<file path="config.mk">
export PLATFORM = sky130hd
export DESIGN_NAME = dbk_bs_calc
export DESIGN_NICKNAME = d
export VERILOG_FILES = /design/src/rtl/dbk_bs_pkg.sv /design/src/rtl/dbk_mv_cmp.sv /design/src/rtl/dbk_bs_decide.sv /design/src/rtl/dbk_bs_store.sv /design/src/rtl/dbk_bs_calc.sv
export SDC_FILE = /design/constraint.sdc
export NUM_CORES = 1
export LEC_CHECK = 0
export ABC_AREA = 1
export CORE_MARGIN = 2
export CORE_UTILIZATION = 25
export DETAILED_ROUTE_END_ITERATION = 8
export PLACE_DENSITY_LB_ADDON = 0.1
export SETUP_SLACK_MARGIN = 0.15
export SLEW_MARGIN = 40
export SYNTH_ARGS = -nofsm -noshare
export SYNTH_HDL_FRONTEND = slang
export SYNTH_HIERARCHICAL = 1
export SYNTH_SLANG_ARGS = --single-unit
</file>
<file path="constraint.sdc">
create_clock -name clk -period 3.63 [get_ports clk]
set_clock_uncertainty 0.2 [all_clocks]
set_input_delay 0.363 -clock clk [delete_from_list [all_inputs] [get_ports clk]]
set_output_delay 0.363 -clock clk [all_outputs]
set_load 0.05 [all_outputs]
</file>
<file path="src/rtl/dbk_bs_pkg.sv">
package dbk_bs_pkg;
  typedef enum logic [2:0] {
    BS_NONE     = 3'd0,
    BS_MOTION   = 3'd1,
    BS_COEF     = 3'd2,
    BS_INTRA_IN = 3'd3,
    BS_INTRA_MB = 3'd4
  } bs_e;

  localparam int BS_W = 3;
  localparam int N_COMP = 2;
endpackage

</file>
<file path="src/rtl/dbk_mv_cmp.sv">
module dbk_mv_cmp #(
  parameter int MV_W = 14,
  parameter int THR  = 4
) (
  input  logic [dbk_bs_pkg::N_COMP*MV_W-1:0] p_mv,
  input  logic [dbk_bs_pkg::N_COMP*MV_W-1:0] q_mv,
  output logic                               differ
);
  localparam int NC = dbk_bs_pkg::N_COMP;
  localparam int DW = MV_W + 1;

  logic [NC-1:0] far;

  genvar c;
  generate
    for (c = 0; c < NC; c++) begin : g_comp
      logic signed [DW-1:0] dlt;
      logic        [DW-1:0] mag;
      always_comb begin
        dlt = $signed({p_mv[c*MV_W+MV_W-1], p_mv[c*MV_W +: MV_W]})
            - $signed({q_mv[c*MV_W+MV_W-1], q_mv[c*MV_W +: MV_W]});
        mag = dlt[DW-1] ? DW'(-dlt) : DW'(dlt);
        far[c] = (mag >= DW'(THR));
      end
    end
  endgenerate

  assign differ = |far;
endmodule

</file>
<file path="src/rtl/dbk_bs_decide.sv">
module dbk_bs_decide
  import dbk_bs_pkg::*;
(
  input  logic intra_any,
  input  logic mb_edge,
  input  logic coef_any,
  input  logic ref_mismatch,
  input  logic mv_far,
  output bs_e  bs
);
  always_comb begin
    if (intra_any)
      bs = mb_edge ? BS_INTRA_MB : BS_INTRA_IN;
    else if (coef_any)
      bs = BS_COEF;
    else if (ref_mismatch || mv_far)
      bs = BS_MOTION;
    else
      bs = BS_NONE;
  end
endmodule

</file>
<file path="src/rtl/dbk_bs_store.sv">
module dbk_bs_store #(
  parameter int POS_W = 4,
  parameter int BS_W  = 3
) (
  input  logic             clk,
  input  logic             rst,
  input  logic             wr_en,
  input  logic [POS_W:0]   wr_idx,
  input  logic [BS_W-1:0]  wr_bs,
  input  logic [POS_W:0]   rd_idx,
  output logic [BS_W-1:0]  rd_bs
);
  localparam int DEPTH = 2 ** (POS_W + 1);

  logic [BS_W-1:0] tab [DEPTH];

  always_ff @(posedge clk) begin
    if (rst) begin
      for (int i = 0; i < DEPTH; i++) tab[i] <= '0;
    end else if (wr_en) begin
      tab[wr_idx] <= wr_bs;
    end
  end

  assign rd_bs = tab[rd_idx];
endmodule

</file>
<file path="src/rtl/dbk_bs_calc.sv">
module dbk_bs_calc
  import dbk_bs_pkg::*;
#(
  parameter int REF_W  = 4,
  parameter int CNT_W  = 2,
  parameter int MV_W   = 14,
  parameter int POS_W  = 4,
  parameter int MV_THR = 4
) (
  input  logic             clk,
  input  logic             rst,
  input  logic             in_valid,
  input  logic             p_intra,
  input  logic             q_intra,
  input  logic             p_coef,
  input  logic             q_coef,
  input  logic [REF_W-1:0] p_ref,
  input  logic [REF_W-1:0] q_ref,
  input  logic [CNT_W-1:0] p_nref,
  input  logic [CNT_W-1:0] q_nref,
  input  logic [MV_W-1:0]  p_mvx,
  input  logic [MV_W-1:0]  p_mvy,
  input  logic [MV_W-1:0]  q_mvx,
  input  logic [MV_W-1:0]  q_mvy,
  input  logic             mb_edge,
  input  logic             edge_vert,
  input  logic [POS_W-1:0] edge_pos,
  input  logic             pic_edge,
  input  logic             filt_off,
  input  logic             is_chroma,
  output logic             out_valid,
  output logic [2:0]       out_bs
);
  logic            mv_far;
  bs_e             luma_bs;
  logic [BS_W-1:0] luma_final;
  logic [BS_W-1:0] stored_bs;
  logic [BS_W-1:0] next_bs;
  logic [POS_W:0]  idx;
  logic            suppress;

  assign idx      = {edge_vert, edge_pos};
  assign suppress = pic_edge | filt_off;

  dbk_mv_cmp #(.MV_W(MV_W), .THR(MV_THR)) u_mv (
    .p_mv   ({p_mvy, p_mvx}),
    .q_mv   ({q_mvy, q_mvx}),
    .differ (mv_far)
  );

  dbk_bs_decide u_dec (
    .intra_any    (p_intra | q_intra),
    .mb_edge      (mb_edge),
    .coef_any     (p_coef | q_coef),
    .ref_mismatch ((p_ref != q_ref) || (p_nref != q_nref)),
    .mv_far       (mv_far),
    .bs           (luma_bs)
  );

  assign luma_final = suppress ? BS_W'(BS_NONE) : BS_W'(luma_bs);

  dbk_bs_store #(.POS_W(POS_W), .BS_W(BS_W)) u_store (
    .clk    (clk),
    .rst    (rst),
    .wr_en  (in_valid & ~is_chroma),
    .wr_idx (idx),
    .wr_bs  (luma_final),
    .rd_idx (idx),
    .rd_bs  (stored_bs)
  );

  assign next_bs = is_chroma ? (suppress ? '0 : stored_bs) : luma_final;

  always_ff @(posedge clk) begin
    if (rst) begin
      out_valid <= 1'b0;
      out_bs    <= '0;
    end else begin
      out_valid <= in_valid;
      if (in_valid) out_bs <= next_bs;
    end
  end

  // Strength grading checks
  assert_intra_mb_R1: assert property (@(posedge clk) disable iff (rst)
    in_valid && !is_chroma && !suppress && (p_intra || q_intra) && mb_edge
    |=> out_bs == 3'd4);

  assert_intra_inner_R2: assert property (@(posedge clk) disable iff (rst)
    in_valid && !is_chroma && !suppress && (p_intra || q_intra) && !mb_edge
    |=> out_bs == 3'd3);

  assert_coef_R3: assert property (@(posedge clk) disable iff (rst)
    in_valid && !is_chroma && !suppress && !p_intra && !q_intra && (p_coef || q_coef)
    |=> out_bs == 3'd2);

  assert_ref_R4: assert property (@(posedge clk) disable iff (rst)
    in_valid && !is_chroma && !suppress && !p_intra && !q_intra && !p_coef && !q_coef
    && (p_ref != q_ref)
    |=> out_bs == 3'd1);

  assert_same_motion_R6: assert property (@(posedge clk) disable iff (rst)
    in_valid && !is_chroma && !p_intra && !q_intra && !p_coef && !q_coef
    && p_ref == q_ref && p_nref == q_nref && p_mvx == q_mvx && p_mvy == q_mvy
    |=> out_bs == 3'd0);

  assert_force_zero_R7: assert property (@(posedge clk) disable iff (rst)
    in_valid && suppress |=> out_bs == 3'd0);

  assert_valid_follows_R9: assert property (@(posedge clk) disable iff (rst)
    in_valid |=> out_valid);

  assert_valid_idle_R9: assert property (@(posedge clk) disable iff (rst)
    !in_valid |=> !out_valid);

  assert_range_R9: assert property (@(posedge clk) disable iff (rst)
    out_valid |-> out_bs <= 3'd4);
endmodule

</file>
# == Word level (Yosys, flattened, before mapping) ==
# Memory sizes are Yosys's and may differ from the RTL's.
# Cells that the tools add are included.
# word_totals
latchBits,0
in_bits,84
rom_bits,0
n_memories,1
word_cells,37
output_inout_bits,4
ram_bits,96
regBits,4
# mem_list
memory,words,word_bits,read_ports,rd_ports_with_merged_regs,wr,line,source
u_store.tab,32,3,1,0,32,dbk_bs_store.sv:15,logic [BS_W-1:0] tab [DEPTH];
# op_classes
addsub,4
n_reduce_logical,4
multipliers,0
n_eq_ne,2
shift,0
n_lt_le_gt_ge,2
bitwise,5
div_mod_pow,0
muxes,17
# ops
operator,n
"greater-or-equal comparator 15 x 3 -> 1 bit, second input constant",2
two-way mux 15 bit,2
negation 15 bit,2
subtractor 14 x 14 -> 15 bit,2
two-way mux 3 bit,7
two-way mux 1 bit,7
two-way mux 5 bit,1
!= test 4 bit,1
OR 1 bit,3
OR reduction 3 bit,1
logical OR 1 bit,2
!= test 2 bit,1
OR reduction 2 bit,1
AND 1 bit,1
inverter 1 bit,1

# == Logic depth before layout (Yosys ltp) ==
# logic_depth
word_depth,11
depth_mapped,31

# == Modules after synthesis ==
# Netlist, hierarchy kept.
# modules_own_cells
module,cells_each,instances,area_each_um2
dbk_bs_store,519,1,4649.5
dbk_mv_cmp,588,1,2874.0
dbk_bs_calc,67,1,342.8
dbk_bs_decide,11,1,43.8

# == Worst setup path after synthesis ==
# No wires, ideal clock.
# synth_path
path_type,input-to-reg
start,input p_mvy[0]
end,memory u_store.tab[0][0] (data pin)
arrival_time_ns,3.002
setup_slack_ns,0.162
path_stages,27
setup_time_ns,0.266
cell_sequence,inv_1 ha_1 inv_1 fa_1 xor2_1 or2_1 nor2_1 nand3_2 clkinv_1 nand3_1 nand2_1 nand2_1 nand2_1 nand2_1 nor2_2 nand2_1 nor2_1 nand2_1 inv_1 nand2_1 nand2_1 nand2_1 inv_1 nor2_1 inv_1 clkbuf_1 nor2_1
# synth_lines
element,line,source
start: declaration,dbk_bs_calc.sv:22,"input logic [MV_W-1:0] p_mvy,"
end: declaration,dbk_bs_store.sv:15,

==> out/qor.yml <==
cts:
  cts.sinks: 100
  cts_buffers: 9
  clk_latency_ns: 0.35
  htreeDepth: 3
  root_buffer: "clkbuf_16"
  clk_pin_slew_worst_paths_ns: 0.07
  cts_tree: "done"
  clk_path_buf_depth: 2
routing:
  avgViaCountPerCell: 4.46
  vias: 8193
  ant_nets: 0
  drt_pre_antenna_iters: 5
  routed_wl_um: 25200
  drtIter0Drc: 364
  drc: 0
  wire_per_inst_um: 13.7
yosys:
  synth_cell_types: 36
  yosysWarnings: 6
  synth_common_cells: "nand2_1 (450), nor2_1 (159), nand3_1 (152), inv_1 (143), edfxtp_1 (96)"
  syn_inst: 1185
  avgSynthCellArea_sq_um: 6.68
  ys_async_sr_fraction_pct: 0
  synthFlopType: "edfxtp_1"
  yosysMostFrequentCell: "nand2_1"
  synth_area_leader_cell: "edfxtp_1"
  synthesis.nets: 1299
  synth-edff-count: 96
  synth_top_area_share_pct: 36.4
  syn_area_sq_mm: 0.00791
  synth_area_leaders: "edfxtp_1 (36%), nand2_1 (21%), nand3_1 (9.6%)"
  ys_ff_latch: 100
  ys_seq_area_share_pct: 37.5
critical_path:
  crit_type: "input pin to flop"
  slowest_stage: "fa_2"
  r2r-end: "out_bs[2]"
  cp-end-kind: "flop"
  r2r_slack_ns: 1.97
  cp-start-kind: "input pin"
  startpoint: "p_mvy[0]"
  endpoint: "u_store/tab[11][0]"
  cp_slowest_stage_delay_ns: 0.39
  worstPathRequired_ns: 3.53
  r2r-start: "u_store/tab[6][2]"
  cp_max_fo: 8
  worstRegToRegCells: 12
  cp.arrival_ns: 3.20
hold_path:
  min_path_type: "flop to flop"
sta:
  tns_ns: 0
  layout_min_cycle_time_ns: 3.30
  tightest_slew_ns: 0.641
  rsz0062_at_grt: "yes"
  fmax_ghz: 0.303
  finalHoldWorstSlack_ns: 0.280
  slew_viol_final: 0
  hold_violations: 0
  max-slew-margin-rel_pct: 57.0
  setup-violations-final: 0
  fin_crit_sh_pct: 90.9
die:
  pin_count: 88
  rows: 65
  dieArea_sq_mm: 0.0331
  die_w_um: 182
  core_sq_mm: 0.0314
  start_util_pct: 25.2
  dieHeight_um: 182
place:
  place_congestion: 0.759
  dpl.hpwl_um: 17700
  port_buffers: 87
global_routing:
  antenna_found_initial: 0
  grt.total_usage_pct: 15.3
  grt_pass1_wl_um: 40700
  grt_max_degree: 49
  grt_overflow_total: 0
  grt_pass1_vias: 8067
finish:
  nNetsFinal: 1544
  antenna_cells: 0
  syn_to_final_growth_pct: 57.8
  utilization_pct: 39.7
  drive_above_1_share_pct: 37.0
pwr:
  p_leak_nw: 5.89
  vdd_drop_max_mv: 0.211
  powerDensity_mw_per_mm2: 309
status:
  outcome: "complete, no violations"
job:
  maxCapViolations: 0
## worst min path at each step
stage | startpoint | endpoint | slack (ns) | cells past startpoint
CTS | out_bs[0] | out_bs[0] | 0.28 | 2
global placement | out_bs[1] | out_bs[1] | 0.27 | 2
detailed placement | out_bs[1] | out_bs[1] | 0.26 | 2
finish | out_bs[0] | out_bs[0] | 0.28 | 2
global route | out_bs[2] | out_bs[2] | 0.32 | 2
floorplan | in_valid | out_valid | 0.33 | 2
## layout make-up
class / count / area [sq um]
timing repair buffer: 263 / 2450
inverter: 152 / 583
fill: 3295 / 18900
tap: 402 / 503
clock inverter: 2 / 10.0
multi-input combinational: 904 / 5710
sequential: 100 / 2960
clock buffer: 14 / 264
## worst max-delay path: cells and delay by family
family | cells | cell delay [ns]
buffers and inverters | 9 | 0.72
AOI/OAI and AO/OA | 1 | 0.17
and+or+nand+nor | 18 | 1.44
adders and majority gates | 2 | 0.51
## registers in the layout, indices dropped and copies added (netlist names)
register,flops
out_valid,1
out_bs,3
u_store/tab,96
## cells by family (layout without fill, tap and decap cells)
kind of cell / count (synthesis) / in the layout / synth area share, %
and+or+nand+nor: 825 / 827 / 44.9
xor gates and xnor gates: 8 / 8 / 0.886
buffers and inverters: 183 / 431 / 9.24
AOI/OAI and AO/OA: 39 / 39 / 2.63
adders and majority gates: 30 / 30 / 4.94
DFF: 100 / 100 / 37.5
## per-stage QoR
step	total power (W)	worst slack, ns	area [sq um]	std cells
floorplan	0.00201	0.162	7910	1185
global placement	0.00252	-0.482	10100	1775
detailed placement	0.00252	-0.530	10100	1775
CTS	0.00364	0.150	11400	1816
global route	0.00410	0.104	12500	1837
finish	0.00386	0.329	12500	1837
## per-layer routing
layer	vias to the layer above	routed length (um)	GRT usage, %	share of wire [%]
li1	4264	-	-	-
met1	3783	12200	20.9	48
met2	126	11800	25.9	47
met3	20	891	2.03	3.5
met4	0	307	3.19	1.2
met5	-	0	0	0
## where the power goes
part           switching [W]  total (W)  internal [W]
sequential         0.0000155    0.00133       0.00132
combinational       0.000882    0.00162      0.000736
clock               0.000402   0.000903      0.000501
total                0.00130    0.00386       0.00256
## what timing repair did
| action | in CTS | in global routing |
|---|---|---|
| setup buffers | 20 | 21 |
| pin swaps | 67 | 148 |
| resized for setup | 177 | 295 |
| hold buffers | 0 | 0 |
| cloned | 5 | 0 |
| endpoints found under the setup margin | 33 | 33 |
## cells in the final DEF (no fill, tap or decap), types with 6 or more instances in the layout
| master | n |
|---|---|
| edfxtp_1 | 96 |
| nor2_2 | 22 |
| nor3_1 | 8 |
| a21oi_1 | 6 |
| nand2_4 | 39 |
| dlymetal6s2s_1 | 48 |
| clkdlybuf4s50_1 | 30 |
| nor3_4 | 6 |
| nand3_4 | 10 |
| nand2_2 | 85 |
| a21oi_4 | 7 |
| clkbuf_16 | 9 |
| nor2_4 | 18 |
| nand2_1 | 342 |
| ha_4 | 27 |
| nand3_1 | 121 |
| buf_6 | 18 |
| inv_1 | 89 |
| inv_2 | 58 |
| nand3_2 | 28 |
| nand2_8 | 6 |
| nand4_1 | 6 |
| a21oi_2 | 7 |
| nor2_1 | 125 |
| buf_4 | 153 |
Power figures use the tool's default switching activity.
